$ cat config.mk
export PLATFORM = sky130hd
export DESIGN_NAME = dbuf_dac_front
export DESIGN_NICKNAME = d
export VERILOG_FILES = /design/src/rtl/dac_front_pkg.sv /design/src/rtl/dac_wr_decode.sv /design/src/rtl/dac_first_rank.sv /design/src/rtl/dac_second_rank.sv /design/src/rtl/dbuf_dac_front.sv
export SDC_FILE = /design/constraint.sdc
export NUM_CORES = 1
export LEC_CHECK = 0
export BUFFER_PORTS_ARGS = -buffer_cell sky130_fd_sc_hd__buf_2
export CORE_ASPECT_RATIO = 0.8
export CORE_MARGIN = 1
export CORE_UTILIZATION = 53
export CTS_BUF_LIST = sky130_fd_sc_hd__clkbuf_4 sky130_fd_sc_hd__clkbuf_8 sky130_fd_sc_hd__clkbuf_16
export CTS_CLUSTER_DIAMETER = 100
export DETAILED_ROUTE_END_ITERATION = 10
export GPL_TIMING_DRIVEN = 0
export HOLD_SLACK_MARGIN = 0.1
export PLACE_DENSITY_LB_ADDON = 0.3
export SLEW_MARGIN = 0
export SYNTH_ARGS = -nofsm -noshare
export SYNTH_HDL_FRONTEND = slang
export SYNTH_SLANG_ARGS = --single-unit
$ cat constraint.sdc
create_clock -name clk -period 1.9 [get_ports clk]
set_input_delay 0.57 -clock clk [delete_from_list [all_inputs] [get_ports clk]]
set_output_delay 0.57 -clock clk [all_outputs]
set_load 0.01 [all_outputs]
$ cat src/rtl/dac_front_pkg.sv
package dac_front_pkg;

   typedef enum logic {
      JUST_LEFT  = 1'b0,
      JUST_RIGHT = 1'b1
   } just_e;

   localparam int BYTE_W      = 8;
   localparam int BYTE_NIB_W  = 4;
   localparam int BYTE_NUM_NB = 3;

endpackage

$ cat src/rtl/dac_wr_decode.sv
module dac_wr_decode
   import dac_front_pkg::*;
#(
   parameter int NIB_W   = 4,
   parameter int NUM_NIB = 3,
   parameter int HOST_W  = 12
) (
   input  logic                        wr_stb,
   input  logic                        cs_n,
   input  logic [NUM_NIB:0]            addr_n,
   input  logic [HOST_W-1:0]           wdata,
   input  logic                        right_just,
   output logic [NUM_NIB-1:0]          nib_en,
   output logic [NIB_W*NUM_NIB-1:0]    nib_data,
   output logic                        load_out
);
   localparam int CODE_W = NIB_W * NUM_NIB;

   logic act;
   assign act = wr_stb & ~cs_n;

   if (HOST_W == CODE_W) begin : g_wide
      for (genvar i = 0; i < NUM_NIB; i++) begin : g_en
         assign nib_en[i] = act & ~addr_n[i];
      end
      assign nib_data = wdata;
      assign load_out = act & ~addr_n[NUM_NIB];
      logic unused_rj;
      assign unused_rj = right_just;
   end else if (HOST_W == BYTE_W && NIB_W == BYTE_NIB_W && NUM_NIB == BYTE_NUM_NB) begin : g_byte
      logic       sel_lo;
      logic       sel_hi;
      logic [2:0] en_b;
      logic [11:0] data_b;
      assign sel_lo = act & (addr_n[1:0] == 2'b01);
      assign sel_hi = act & (addr_n[1:0] == 2'b10);
      always_comb begin
         if (just_e'(right_just) == JUST_RIGHT) begin
            en_b   = {sel_hi, sel_lo, sel_lo};
            data_b = {wdata[3:0], wdata[7:0]};
         end else begin
            en_b   = {sel_hi, sel_hi, sel_lo};
            data_b = {wdata[7:0], wdata[7:4]};
         end
      end
      assign nib_en   = en_b;
      assign nib_data = data_b;
      assign load_out = sel_hi;
      logic unused_hi_addr;
      assign unused_hi_addr = ^addr_n[NUM_NIB:2];
   end else begin : g_bad_host
      $error("dac_wr_decode: HOST_W must equal NIB_W*NUM_NIB or be 8 with a 3x4-bit code");
   end

endmodule

$ cat src/rtl/dac_first_rank.sv
module dac_first_rank #(
   parameter int NIB_W   = 4,
   parameter int NUM_NIB = 3
) (
   input  logic                      clk,
   input  logic                      rst_n,
   input  logic [NUM_NIB-1:0]        nib_en,
   input  logic [NIB_W*NUM_NIB-1:0]  nib_data,
   output logic [NIB_W*NUM_NIB-1:0]  r1_next
);

   for (genvar i = 0; i < NUM_NIB; i++) begin : g_nib
      logic [NIB_W-1:0] hold_q;
      logic [NIB_W-1:0] fresh;
      assign fresh = nib_data[i*NIB_W +: NIB_W];

      always_ff @(posedge clk or negedge rst_n) begin
         if (!rst_n)
            hold_q <= '0;
         else if (nib_en[i])
            hold_q <= fresh;
      end

      // Value the nibble holds after this edge; lets the second rank
      // capture a nibble written in the same cycle.
      assign r1_next[i*NIB_W +: NIB_W] = nib_en[i] ? fresh : hold_q;
   end

endmodule

$ cat src/rtl/dac_second_rank.sv
module dac_second_rank #(
   parameter int CODE_W = 12
) (
   input  logic              clk,
   input  logic              rst_n,
   input  logic              load,
   input  logic              twos_comp,
   input  logic [CODE_W-1:0] r1_next,
   output logic [CODE_W-1:0] code_q
);
   logic [CODE_W-1:0] msb_flip;
   assign msb_flip = {twos_comp, {(CODE_W-1){1'b0}}};

   always_ff @(posedge clk or negedge rst_n) begin
      if (!rst_n)
         code_q <= '0;
      else if (load)
         code_q <= r1_next ^ msb_flip;
   end

endmodule

$ cat src/rtl/dbuf_dac_front.sv
module dbuf_dac_front #(
   parameter int NIB_W   = 4,
   parameter int NUM_NIB = 3,
   parameter int HOST_W  = 12
) (
   input  logic                       clk,
   input  logic                       rst_n,
   input  logic                       wr_stb,
   input  logic                       cs_n,
   input  logic [NUM_NIB:0]           addr_n,
   input  logic [HOST_W-1:0]          wdata,
   input  logic                       right_just,
   input  logic                       twos_comp,
   output logic [NIB_W*NUM_NIB-1:0]   dac_code
);
   localparam int CODE_W = NIB_W * NUM_NIB;

   if (NIB_W < 1 || NUM_NIB < 2) begin : g_bad_shape
      $error("dbuf_dac_front: need NIB_W >= 1 and NUM_NIB >= 2");
   end
   if (HOST_W != CODE_W && HOST_W != 8) begin : g_bad_host
      $error("dbuf_dac_front: HOST_W must be the code width or 8");
   end

   logic [NUM_NIB-1:0] w_nib_en;
   logic [CODE_W-1:0]  w_nib_data;
   logic [CODE_W-1:0]  w_r1_next;
   logic               w_load;

   dac_wr_decode #(
      .NIB_W   (NIB_W),
      .NUM_NIB (NUM_NIB),
      .HOST_W  (HOST_W)
   ) u_decode (
      .wr_stb     (wr_stb),
      .cs_n       (cs_n),
      .addr_n     (addr_n),
      .wdata      (wdata),
      .right_just (right_just),
      .nib_en     (w_nib_en),
      .nib_data   (w_nib_data),
      .load_out   (w_load)
   );

   dac_first_rank #(
      .NIB_W   (NIB_W),
      .NUM_NIB (NUM_NIB)
   ) u_rank1 (
      .clk      (clk),
      .rst_n    (rst_n),
      .nib_en   (w_nib_en),
      .nib_data (w_nib_data),
      .r1_next  (w_r1_next)
   );

   dac_second_rank #(
      .CODE_W (CODE_W)
   ) u_rank2 (
      .clk       (clk),
      .rst_n     (rst_n),
      .load      (w_load),
      .twos_comp (twos_comp),
      .r1_next   (w_r1_next),
      .code_q    (dac_code)
   );

endmodule

==> flow_summary.json <==
{
  "status": "finished clean",
  "post-dp-hpwl_um": 1360,
  "vias_per_cell": 5.08,
  "drv_slew": 0,
  "design_area_mm2": 0.00132,
  "antenna_cells": 0,
  "antenna_found_initial": 0,
  "avgSynthCellArea_um2": 13.5,
  "netlist_area_mm2": 0.00111,
  "r2r_slack_ns": 0.90,
  "port_buffers": 29,
  "ctsRootBufferMaster": "clkbuf_4",
  "path_buf_inv": 1,
  "layout.nets": 138,
  "fin_util_pct": 68.6,
  "finalHoldViolations": 0,
  "post-cts-setup-buffers": 0,
  "syn-num-nets": 104,
  "die_w_um": 53.2,
  "rsz0062_at_grt": "no",
  "cts_sinks": 24,
  "crit_path_end_kind": "primary output",
  "cts_hold_buf": 0,
  "async_flop_share_pct": 100,
  "first_pass_iters": 4,
  "max_slew.worst_pin.slew_ns": 0.525,
  "hp-class": "primary input to asynchronous set/reset pin",
  "power.density_mw_per_mm2": 928,
  "crit_path_max_fanout": 2,
  "setup_violations": 0,
  "dpl_cell_area_mm2": 0.00128,
  "cpMaxStageDelayCell": "dfrtp_1",
  "synth_area_leaders": "dfrtp_1 (54%), mux2_2 (12%), mux2i_1 (9.9%)",
  "layout_worst_path_cycle_share_pct": 74.9,
  "antenna_left": 0,
  "area_delta_synth_final_pct": 19.1,
  "grt.total_usage_pct": 19.2,
  "cp.arrival_ns": 0.85,
  "cts_buffer_depth": 2,
  "synth_edf_count": 0,
  "gp_congestion": 0.695,
  "grt_first_pass_wirelength_um": 3010,
  "setup_slack_ns": 0.477,
  "synth_seq_cells": 24,
  "grt_max_degree": 25,
  "synth_flop_cell": "dfrtp_1",
  "yosysWarnings": 0,
  "rows": 14,
  "ctsResizeCount": 0,
  "cp.required_ns": 1.33,
  "path_clk_slew_ns": 0.12,
  "drt-initial-drc-count": 4,
  "start_util_pct": 57.6,
  "io_pins": 34,
  "numCtsBuffers": 3,
  "ir_drop_uv": 608,
  "reg2reg_from": "u_rank1.g_nib[2].hold_q[3]$_DFF_PN0_",
  "crit_chain": "buf_2",
  "tns_ns": 0,
  "cp-start-kind": "register",
  "yosysSeqAreaShare_pct": 54.1,
  "finalClockSkew_ns": 0.00148,
  "path_class": "register to primary output",
  "clock_latency_ns": 0.31,
  "grt.overflow.total": 0,
  "p_leak_uw": 0.000617,
  "max_stage_delay_ns": 0.40,
  "yosys.cell_count.top_type": "dfrtp_1",
  "drc": 0,
  "rr_endpoint": "u_rank2.code_q[11]$_DFFE_PN0P_",
  "hold_slack_ns": 0.219,
  "relSlewSlack_pct": 65.0,
  "yosysUniqueCellTypes": 13,
  "final_layout_size_suffix_gt1_share_pct": 54.8,
  "fmax_mhz": 703,
  "via_count": 706,
  "layout_min_cycle_time_ns": 1.42,
  "h-tree-depth": 1,
  "cts_tree": "done",
  "ff2ff_path_depth": 3,
  "maxCapViolCount": 0,
  "yosysTopAreaCellShare_pct": 54.1,
  "yosysTopAreaCell": "dfrtp_1",
  "wirelength_um": 1770,
  "grt_pass1_vias": 700,
  "pre_cts_ws_ns": 0.261,
  "syn_inst": 82,
  "ys_top_cells_by_count": "dfrtp_1 (24), nor2_1 (14), mux2_2 (12)",
  "routedWlPerCell_um": 12.7,
  "dieArea_mm2": 0.00228,
  "core_region_area_mm2": 0.00193,
  "critPathTopFamily": "flip-flops",
  "fp.dieH_um": 42.9
}
## worst register-to-register path: stages, from the launching register on
cell and delay (ns):
dfrtp_1 0.42, mux2i_4 0.15, xnor2_1 0.08, mux2_4 0.25
## final cells by class
type	instances	area, um^2
Tap cell	24	30.0
Buffer	5	43.8
Sequential cell	24	601
Timing Repair Buffer	29	145
Fill cell	152	606
Multi-Input combinational cell	53	465
Clock buffer	4	36.3
## per-layer routing
metal	up-vias	track usage, %	part of all wire [%]	routed length, um
met2	22	32.9	51	899
met4	0	4.74	0	0
met3	0	7.53	6.5	115
met5	-	0	0	0
met1	334	22.1	43	756
li1	350	-	-	-
## kinds of logic (layout without fill, tap and decap cells)
| logic type | Yosys count | count (layout) | synth area share [%] |
|---|---|---|---|
| and+or+nand+nor | 16 | 16 | 7.67 |
| buffers and inverters | 5 | 38 | 3.95 |
| xor gates and xnor gates | 1 | 1 | 0.789 |
| muxes | 25 | 25 | 25.5 |
| DFF | 24 | 24 | 54.1 |
| AOI/OAI and AO/OA | 11 | 11 | 8.00 |
## flip-flops by register name (all words and copies together), names as in the netlist
| name | count |
|---|---|
| u_rank2.code_q | 12 |
| u_rank1.g_nib.hold_q | 12 |
## worst max path at each step
| stage | start | endpoint | cells past startpoint |
|---|---|---|---|
| after floorplan | addr_n[0] | u_rank1.g_nib[0].hold_q[0]$_DFF_PN0_ | 3 |
| after global placement | cs_n | u_rank1.g_nib[2].hold_q[2]$_DFF_PN0_ | 4 |
| after detailed placement | cs_n | u_rank1.g_nib[0].hold_q[2]$_DFF_PN0_ | 4 |
| after CTS | u_rank2.code_q[3]$_DFFE_PN0P_ | dac_code[3] | 1 |
| after global routing | u_rank2.code_q[3]$_DFFE_PN0P_ | dac_code[3] | 1 |
| final | u_rank2.code_q[9]$_DFFE_PN0P_ | dac_code[9] | 1 |
## power by group
| group | internal, uW | switching [uW] | total (uW) | leakage (uW) |
|---|---|---|---|---|
| Sequential | 612 | 51.8 | 664 | 0.000276 |
| Combinational | 161 | 144 | 305 | 0.000320 |
| Clock | 117 | 140 | 257 | 0.0000210 |
| Total | 890 | 336 | 1230 | 0.000617 |
## stage by stage
step | instances | power, uW
floorplan | 82 | 869
global placement | 135 | 971
detailed placement | 135 | 987
CTS | 139 | 1250
global route | 139 | 1300
finish | 139 | 1230
## layout by cell type, fill, tap and decap left out
master    Yosys  routed
mux2i_1      11      11
nor2_1       14      14
nand2b_4      1       1
buf_2         2      31
a21oi_1       2       2
buf_6         3       3
mux2i_4       1       1
clkbuf_4      0       3
a21oi_2       9       9
mux2_2       12      12
dfrtp_1      24      24
clkbuf_8      0       1
xnor2_1       1       1
nor3b_4       1       1
mux2_4        1       1
(Power assumes the default switching activity.)
